===== src/rtl/msu_pkg.sv =====
// Package: shared types and widths for the multiply-step datapath.
// Assumes a flag vector ordered {N,Z,V,C} from bit 3 down to bit 0.
package msu_pkg;

    typedef struct packed {
        logic n;
        logic z;
        logic v;
        logic c;
    } msu_cc_t;

    localparam int unsigned CC_W = 4;

endpackage


===== src/rtl/msu_prep.sv =====
// msu_prep: forms the shifted partial value, the gated addend and the new
// shift-register value for one step. Purely combinational.
// Assumes DW is twice HW and HW is at least 2.
module msu_prep #(
    parameter int unsigned DW = 64,
    parameter int unsigned HW = DW / 2
) (
    input  logic [DW-1:0] op_a,
    input  logic [DW-1:0] op_b,
    input  logic [HW-1:0] y_cur,
    input  logic          sgn_n,
    input  logic          sgn_v,
    output logic [DW-1:0] partial,
    output logic [DW-1:0] addend,
    output logic [HW-1:0] y_next
);
    localparam int unsigned UPW = DW - HW;

    // Partial: low word shifted right, true sign of the last sum on top.
    always_comb begin
        partial = {{UPW{1'b0}}, (sgn_n ^ sgn_v), op_a[HW-1:1]};
    end

    // Addend: the multiplicand only when the current multiplier bit is set.
    always_comb begin
        addend = y_cur[0] ? op_b : '0;
    end

    // Shift register: the accumulator's low bit enters at the top.
    always_comb begin
        y_next = {op_a[0], y_cur[HW-1:1]};
    end

endmodule


===== src/rtl/msu_addflag.sv =====
// msu_addflag: W-bit adder that also produces N, Z, V and C flags.
// Assumes unsigned wraparound for the sum; V follows two's-complement rules.
module msu_addflag
    import msu_pkg::*;
#(
    parameter int unsigned W = 32
) (
    input  logic [W-1:0] a,
    input  logic [W-1:0] b,
    output logic [W-1:0] sum,
    output msu_cc_t      cc
);
    localparam int unsigned MSB = W - 1;

    logic [W:0] wide;

    // Sum with carry out in one extra bit.
    always_comb begin
        wide = {1'b0, a} + {1'b0, b};
        sum  = wide[W-1:0];
    end

    // Flags derived from the operands and the sum.
    always_comb begin
        cc.n = wide[MSB];
        cc.z = (wide[W-1:0] == '0);
        cc.v = (a[MSB] == b[MSB]) && (wide[MSB] != a[MSB]);
        cc.c = wide[W];
    end

endmodule


===== src/rtl/msu_top.sv =====
// msu_top: one registered multiply step. A step presented at one edge has
// its sum, new shift register and both flag sets on the outputs after it.
// Assumes the sequencer feeds results back; outputs hold when idle.
module msu_top
    import msu_pkg::*;
#(
    parameter int unsigned DW = 64,
    parameter int unsigned HW = DW / 2
) (
    input  logic          clk,
    input  logic          rst_n,
    input  logic          step_vld_i,
    input  logic [DW-1:0] op_a_i,
    input  logic [DW-1:0] op_b_i,
    input  logic [HW-1:0] y_i,
    input  logic          icc_n_i,
    input  logic          icc_v_i,
    output logic          step_vld_o,
    output logic [DW-1:0] rd_o,
    output logic [HW-1:0] y_o,
    output logic [3:0]    icc_o,
    output logic [3:0]    xcc_o
);
    localparam int unsigned NUM_VIEWS = 2;

    logic [DW-1:0] partial;
    logic [DW-1:0] addend;
    logic [HW-1:0] y_next;
    logic [DW-1:0] sum_full;
    logic [HW-1:0] sum_low;
    msu_cc_t       cc_view [NUM_VIEWS];

    msu_prep #(.DW(DW), .HW(HW)) prep_i (
        .op_a    (op_a_i),
        .op_b    (op_b_i),
        .y_cur   (y_i),
        .sgn_n   (icc_n_i),
        .sgn_v   (icc_v_i),
        .partial (partial),
        .addend  (addend),
        .y_next  (y_next)
    );

    // View 0 flags the low word, view 1 the full width.
    for (genvar g = 0; g < NUM_VIEWS; g++) begin : g_view
        if (g == 0) begin : g_low
            msu_addflag #(.W(HW)) add_i (
                .a   (addend[HW-1:0]),
                .b   (partial[HW-1:0]),
                .sum (sum_low),
                .cc  (cc_view[g])
            );
        end else begin : g_full
            msu_addflag #(.W(DW)) add_i (
                .a   (addend),
                .b   (partial),
                .sum (sum_full),
                .cc  (cc_view[g])
            );
        end
    end

    // Output register: loads on an accepted step, otherwise holds.
    always_ff @(posedge clk) begin
        if (!rst_n) begin
            step_vld_o <= 1'b0;
            rd_o       <= '0;
            y_o        <= '0;
            icc_o      <= '0;
            xcc_o      <= '0;
        end else begin
            step_vld_o <= step_vld_i;
            if (step_vld_i) begin
                rd_o  <= sum_full;
                y_o   <= y_next;
                icc_o <= cc_view[0];
                xcc_o <= cc_view[1];
            end
        end
    end

    // an accepted step shows up one cycle later.
    assert_vld_follows_R2: assert property (@(posedge clk) disable iff (!rst_n)
        step_vld_i |=> step_vld_o);

    // idle cycles leave the result untouched.
    assert_idle_hold_R2: assert property (@(posedge clk) disable iff (!rst_n)
        !step_vld_i |=> ($stable(rd_o) && $stable(y_o) && $stable(icc_o)));

    // the shift register moves right, taking the accumulator's low bit.
    assert_y_shift_R6: assert property (@(posedge clk) disable iff (!rst_n)
        step_vld_i |=> (y_o == {$past(op_a_i[0]), $past(y_i[HW-1:1])}));

    // with the multiplier bit clear the result is just the partial value.
    assert_gated_addend_R4: assert property (@(posedge clk) disable iff (!rst_n)
        (step_vld_i && !y_i[0]) |=>
        (rd_o == {{(DW-HW){1'b0}}, ($past(icc_n_i) ^ $past(icc_v_i)), $past(op_a_i[HW-1:1])}));

    // the low-word Z flag agrees with the registered result.
    assert_icc_zero_R9: assert property (@(posedge clk) disable iff (!rst_n)
        step_vld_o |-> (icc_o[2] == (rd_o[HW-1:0] == '0)));

    // full-width N and Z agree with the registered result.
    assert_xcc_nz_R10: assert property (@(posedge clk) disable iff (!rst_n)
        step_vld_o |-> ((xcc_o[3] == rd_o[DW-1]) && (xcc_o[2] == (rd_o == '0))));

endmodule


===== config.mk =====
export PLATFORM = sky130hd
export DESIGN_NAME = msu_top
export DESIGN_NICKNAME = d
export VERILOG_FILES = /design/src/rtl/msu_pkg.sv /design/src/rtl/msu_prep.sv /design/src/rtl/msu_addflag.sv /design/src/rtl/msu_top.sv
export SDC_FILE = /design/constraint.sdc
export NUM_CORES = 1
export LEC_CHECK = 0
export BUFFER_PORTS_ARGS = -buffer_cell sky130_fd_sc_hd__buf_4
export CAP_MARGIN = 30
export CORE_MARGIN = 2
export CORE_UTILIZATION = 50
export DETAILED_ROUTE_END_ITERATION = 8
export GPL_TIMING_DRIVEN = 1
export PLACE_DENSITY_LB_ADDON = 0.15
export SLEW_MARGIN = 5
export SYNTH_ARGS = -nofsm -noshare
export SYNTH_HDL_FRONTEND = slang
export SYNTH_HIERARCHICAL = 1
export SYNTH_SLANG_ARGS = --single-unit
export TNS_END_PERCENT = 100

===== constraint.sdc =====
create_clock -name clk -period 4.6 [get_ports clk]
set_clock_uncertainty 0.1 [all_clocks]
set_input_delay 0.92 -clock clk [delete_from_list [all_inputs] [get_ports clk]]
set_output_delay 0.92 -clock clk [all_outputs]
set_load 0.005 [all_outputs]

==> results.yml, run 1 <==
outcome:
  status: "complete, but fails checks"
  violations: "negative setup slack"
setup_path:
  slowest_delay_ps: 500
  reg2reg_slack_ps: 3780
  rr_worst_depth: 2
  r2r_start: "rd_o[18]"
  worst_setup_path_start_kind: "input pin"
  crit_arrival_ps: 4860
  cp_max_fo: 11
  slowest_stage: "or4b_4"
  cp_top_family: "simple AND/OR/NAND/NOR gates"
  critical_path.n_buffers_inverters: 3
  worst_setup_path_end_kind: "flop"
  r2r-end: "rd_o[18]"
  crit_type: "in2reg"
  cp.required_ps: 4810
  cp_cell_sequence: "buf_12 -> and2_4 -> ha_4 -> fa_2 -> buf_6 -> a211oi_4 -> buf_4 -> o21ai_2 -> xor2_1 -> or4_4 -> or3_1 -> or4_4 -> nor4b_4 -> or4b_4 -> nor4b_4 -> mux2i_1 -> nor2b_1"
cts:
  clk_path_buf_depth: 2
  cts_buffers: 9
  cts_hold_buf: 0
  ctsRootBufferMaster: "clkbuf_16"
  clkSinkCount: 105
  clock_latency_ps: 350
  htree_levels: 3
  clk_pin_slew_ps: 100
  tritoncts: "yes"
floorplanning:
  fp-row-count: 55
  pin_count: 270
  die-area_um2: 24100
  dieHeight_um: 155
  coreArea_um2: 22600
  initial_core_util: 0.507
  die_x_um: 155
place:
  hpwlAfterDp_mm: 29.1
  pre_cts_slack_ps: -792
  place.gp.congestion: 0.971
  placed_area_um2: 14700
  io_buffers: 237
min_path:
  hold_start: "rd_o[21]"
  min_path_type: "reg2reg"
  worstHoldPathCells: 2
  worstHoldEndpoint: "rd_o[21]"
sta:
  fin_crit_ps: 4650
  setup_viol: 2
  worst_pin_slew_ps: 897
  fin_crit_sh: 1.01
  fmax_mhz: 215
  hold_viol: 0
  maxSlewViolCount: 0
  rsz0062_at_grt: "yes"
  slew_headroom: 0.402
  setup_ws_ps: -54.2
global_route:
  antenna_found_initial: 0
  grt_pass1_vias: 11100
  grtUsageTotal: 0.285
  grt-ovfl-total: 0
  grt_max_degree: 106
  grt_pass1_wl_mm: 56.0
power:
  ir_worst_vdd_uv: 195
  total_power_mw: 3.61
  power.leakage_nw: 7.34
  p_per_area_nw_per_um2: 236
run:
  maxCapViolCount: 0
detailed_routing:
  vias_per_cell: 5.51
  dr.pass1.iters: 5
  postRouteAntennaNets: 0
  route.detailed.drc: 0
  drt_iter0_drc: 599
  dr_total_vias: 11600
  wl_per_cell_um: 16.8
  routed_wl_mm: 35.4
logic_synthesis:
  synth_area_um2: 11400
  ys_warn_count: 6
  syn_inst: 1409
  avgSynthCellArea_um2: 8.12
layout:
  final_common_cell: "buf_4"
  nFillCells: 1995
  nNetsFinal: 2080
  stdcell_area_um2: 15300
  diodes: 0
  final_cell_mix: "519 x buf_4, 109 x nor2b_1, 105 x mux2i_1, 105 x dfxtp_1, 97 x a21oi_1"
  syn_to_final_growth_pct: 33.4
  layout-drive-gt1-share: 0.364
[worst max-delay path by stage]
stage                         start  endpoint  slack [ps]  cells past startpoint
after floorplan           op_b_i[0]  icc_o[2]          -3                     14
after global placement       y_i[0]  xcc_o[2]        -760                     22
after detailed placement     y_i[0]  xcc_o[2]        -790                     22
after CTS                    y_i[0]  icc_o[2]         -90                     15
after global routing         y_i[0]  icc_o[2]        -220                     17
final                        y_i[0]  icc_o[2]         -50                     17
[registers in the layout, indices dropped and copies added, names as in the netlist]
register	cells
icc_o	4
xcc_o	4
y_o	32
rd_o	64
step_vld_o	1
[routing by layer]
layer  global-route usage  vias to the layer above  routed length [um]
met5                    0                        -                   0
met4               0.0760                        0                 854
met3               0.0326                       56                1630
met2                0.507                      358               17400
met1                0.368                     5415               15500
li1                     -                     5781                   -
[layout make-up]
cell class / count / area, um2 / share of cell area
Sequential cell: 105 / 2100 / 0.138
Tap cell: 285 / 357 / 0.0234
Clock inverter: 7 / 78.8 / 0.00516
Timing Repair Buffer: 523 / 3960 / 0.259
Clock buffer: 9 / 225 / 0.0148
Inverter: 16 / 60.1 / 0.00393
Multi-Input combinational cell: 1162 / 8480 / 0.556
[where the power goes]
group	switching, mW	total, mW	leakage, nW	internal (mW)
registers	0.0480	1.04	0.866	0.991
logic	0.843	1.74	6.32	0.894
clock network	0.436	0.829	0.151	0.393
total	1.33	3.61	7.34	2.28
[worst reg2reg max path: cells and delay by family, from the launching register on]
family	cells	cell delay (ps)
muxes	1	100
and+or+nand+nor	1	130
DFF	1	420
[what timing repair did]
item,CTS,global route
pin swaps,6,12
setup buffers,3,2
endpoints found under the setup margin,7,5
gates resized for setup,20,22
endpoints found under the hold margin,0,0
[stage by stage]
step           hold WS, ps  setup TNS, ps  std cells  utilization
5_1_grt                443           -429       2107        0.676
6_report               423          -89.7       2107        0.676
2_1_floorplan          407          -2.96       1440            -
4_1_cts                427          -89.0       2105        0.670
3_3_place_gp           397          -4500       2086        0.651
3_5_place_dp           402          -5240       2086        0.651
No activity file was read; power rests on OpenSTA's default activity.
==> inputs of run 2 (changes only) <==
--- a/config.mk
+++ b/config.mk
@@ -5,9 +5,10 @@
 export SDC_FILE = /design/constraint.sdc
 export NUM_CORES = 1
 export LEC_CHECK = 0
+export ABC_AREA = 1
 export BUFFER_PORTS_ARGS = -buffer_cell sky130_fd_sc_hd__buf_4
 export CAP_MARGIN = 30
-export CORE_MARGIN = 2
+export CORE_MARGIN = 4
 export CORE_UTILIZATION = 50
 export DETAILED_ROUTE_END_ITERATION = 8
 export GPL_TIMING_DRIVEN = 1
==> run 2 against run 1 <==
Effect of this change:
- the run now ends clean
- maximum frequency up 24%
- register-to-register slack gained 90 ps
- flip-flop and latch count did not move
- sequential power is essentially flat
- synthesized cell count is 98% higher
- highest routed layer unchanged
- total power down 4.3%
- non-clock buffer count decreased by 276
- worst setup slack improved by 900 ps
- first-iteration DRC count is 89% higher
- final area increased by 6.6%
==> results.yml, run 2 <==
sta:
  fin_crit_sh: 0.817
  setup_tns_ps: 0
  worst_pin_slew_ps: 569
  rsz0062_at_grt: "no"
  fin_crit_ps: 3760
  setup_ws_ps: 841
  fmax_mhz: 266
  slew_headroom: 0.616
  setup_viol: 0
  maxSlewViolCount: 0
  hold_viol: 0
cts:
  htree_levels: 3
  clk_pin_slew_ps: 70
  clk_path_buf_depth: 2
  tritoncts: "yes"
  ctsRootBufferMaster: "clkbuf_16"
  cts_hold_buf: 0
  cts_setup_buffers: 0
  cts_buffers: 9
  clkSinkCount: 105
  post_cts_resized: 0
  clock_latency_ps: 330
setup_path:
  worst_setup_path_start_kind: "input pin"
  reg2reg_slack_ps: 3870
  critical_path.n_buffers_inverters: 5
  r2r_start: "y_o[16]"
  cp_max_fo: 48
  crit_arrival_ps: 3930
  slowest_delay_ps: 340
  worst_setup_path_end_kind: "flop"
  cp_top_family: "simple AND/OR/NAND/NOR gates"
  crit_top_cell: "nand2_1"
  r2r-end: "y_o[16]"
  rr_worst_depth: 2
  crit_type: "in2reg"
  slowest_stage: "ha_1"
  cp.required_ps: 4770
place:
  io_buffers: 237
  place.gp.congestion: 0.971
  dp.cells: 3310
  hpwlAfterDp_mm: 38.1
  pre_cts_slack_ps: 562
floorplanning:
  initial_core_util: 0.513
  coreArea_um2: 28200
  die-area_um2: 31700
  die_x_um: 178
  dieHeight_um: 178
  fp-row-count: 61
  pin_count: 270
global_route:
  antenna_found_initial: 0
  grt-ovfl-total: 0
  grt_pass1_wl_mm: 69.2
  grt_pass1_vias: 13900
  grt_max_degree: 125
  grtUsageTotal: 0.269
detailed_routing:
  wl_per_cell_um: 13.1
  dr.pass1.iters: 6
  postRouteAntennaNets: 0
  drt_iter0_drc: 1131
  vias_per_cell: 4.65
  routed_wl_mm: 43.5
  dr_total_vias: 15500
  route.detailed.drc: 0
min_path:
  worstHoldEndpoint: "rd_o[3]"
  hold_start: "rd_o[3]"
  worstHoldPathCells: 2
  min_path_type: "reg2reg"
layout:
  top_register: "rd_o"
  syn_to_final_growth_pct: 12.6
  nNetsFinal: 3207
  final_common_cell: "nand2_1"
  diodes: 0
  nFillCells: 3049
  final_util: 0.578
  fin_cells: 3327
  layout-drive-gt1-share: 0.127
  largest_register_ffs: 64
  reg_top3: "rd_o (64), y_o (32)"
  final_cell_mix: "1124 x nand2_1, 601 x inv_1, 366 x nor2_1"
outcome:
  status: "complete, no violations"
logic_synthesis:
  synth_area_um2: 14400
  avgSynthCellArea_um2: 5.17
  syn_inst: 2793
  ys_warn_count: 6
run:
  maxCapViolCount: 0
power:
  p_per_area_nw_per_um2: 212
  ir_worst_vdd_uv: 180
  power.leakage_nw: 10.7
## run 2: power breakdown
part           total, mW  internal (mW)  leakage (nW)  switching (mW)
Combinational       1.62          0.606          9.70            1.01
Clock              0.805          0.480         0.157           0.325
Sequential          1.03          0.988         0.873          0.0417
## run 2: per-layer routing
| metal | vias up | track usage | share of wire |
|---|---|---|---|
| met1 | 6654 | 0.399 | 0.49 |
| met5 | - | 0 | 0 |
| met3 | 30 | 0.0234 | 0.081 |
| met4 | 0 | 0.0448 | 0.012 |
| li1 | 8320 | - | - |
| met2 | 472 | 0.430 | 0.42 |
## run 2: final cells by class
| type | count | area, um2 | share of cell area |
|---|---|---|---|
| inverters | 617 | 2320 | 0.142 |
| flip-flops and latches | 105 | 2100 | 0.129 |
| multi-input cells | 1964 | 9140 | 0.562 |
| repair buffers | 247 | 1910 | 0.117 |
| clock buffers | 10 | 229 | 0.0141 |
| well taps | 378 | 473 | 0.0291 |
| clock inverters | 6 | 91.3 | 0.00562 |
## run 2: worst register-to-register path, stage by stage (launching register included)
cell     delay, ps
dfxtp_1        320
nor2_1         140
nor2_1          70
## run 2: worst max path at each step
stage	cells after the start	endpoint	from	slack [ps]
3_5_place_dp	26	xcc_o[2]	y_i[0]	560
4_1_cts	23	xcc_o[2]	y_i[0]	900
5_1_grt	23	xcc_o[2]	y_i[0]	550
2_1_floorplan	26	xcc_o[2]	y_i[0]	1250
3_3_place_gp	23	xcc_o[2]	y_i[0]	530
6_report	26	xcc_o[2]	y_i[0]	840
## run 2: per-stage QoR
step	total power [mW]	hold WS, ps	cell area, um2
after global placement	2.60	358	15900
after CTS	3.43	372	16200
after detailed placement	2.62	363	15900
after floorplan	2.15	366	14600
after global routing	3.72	387	16300
final	3.45	371	16300
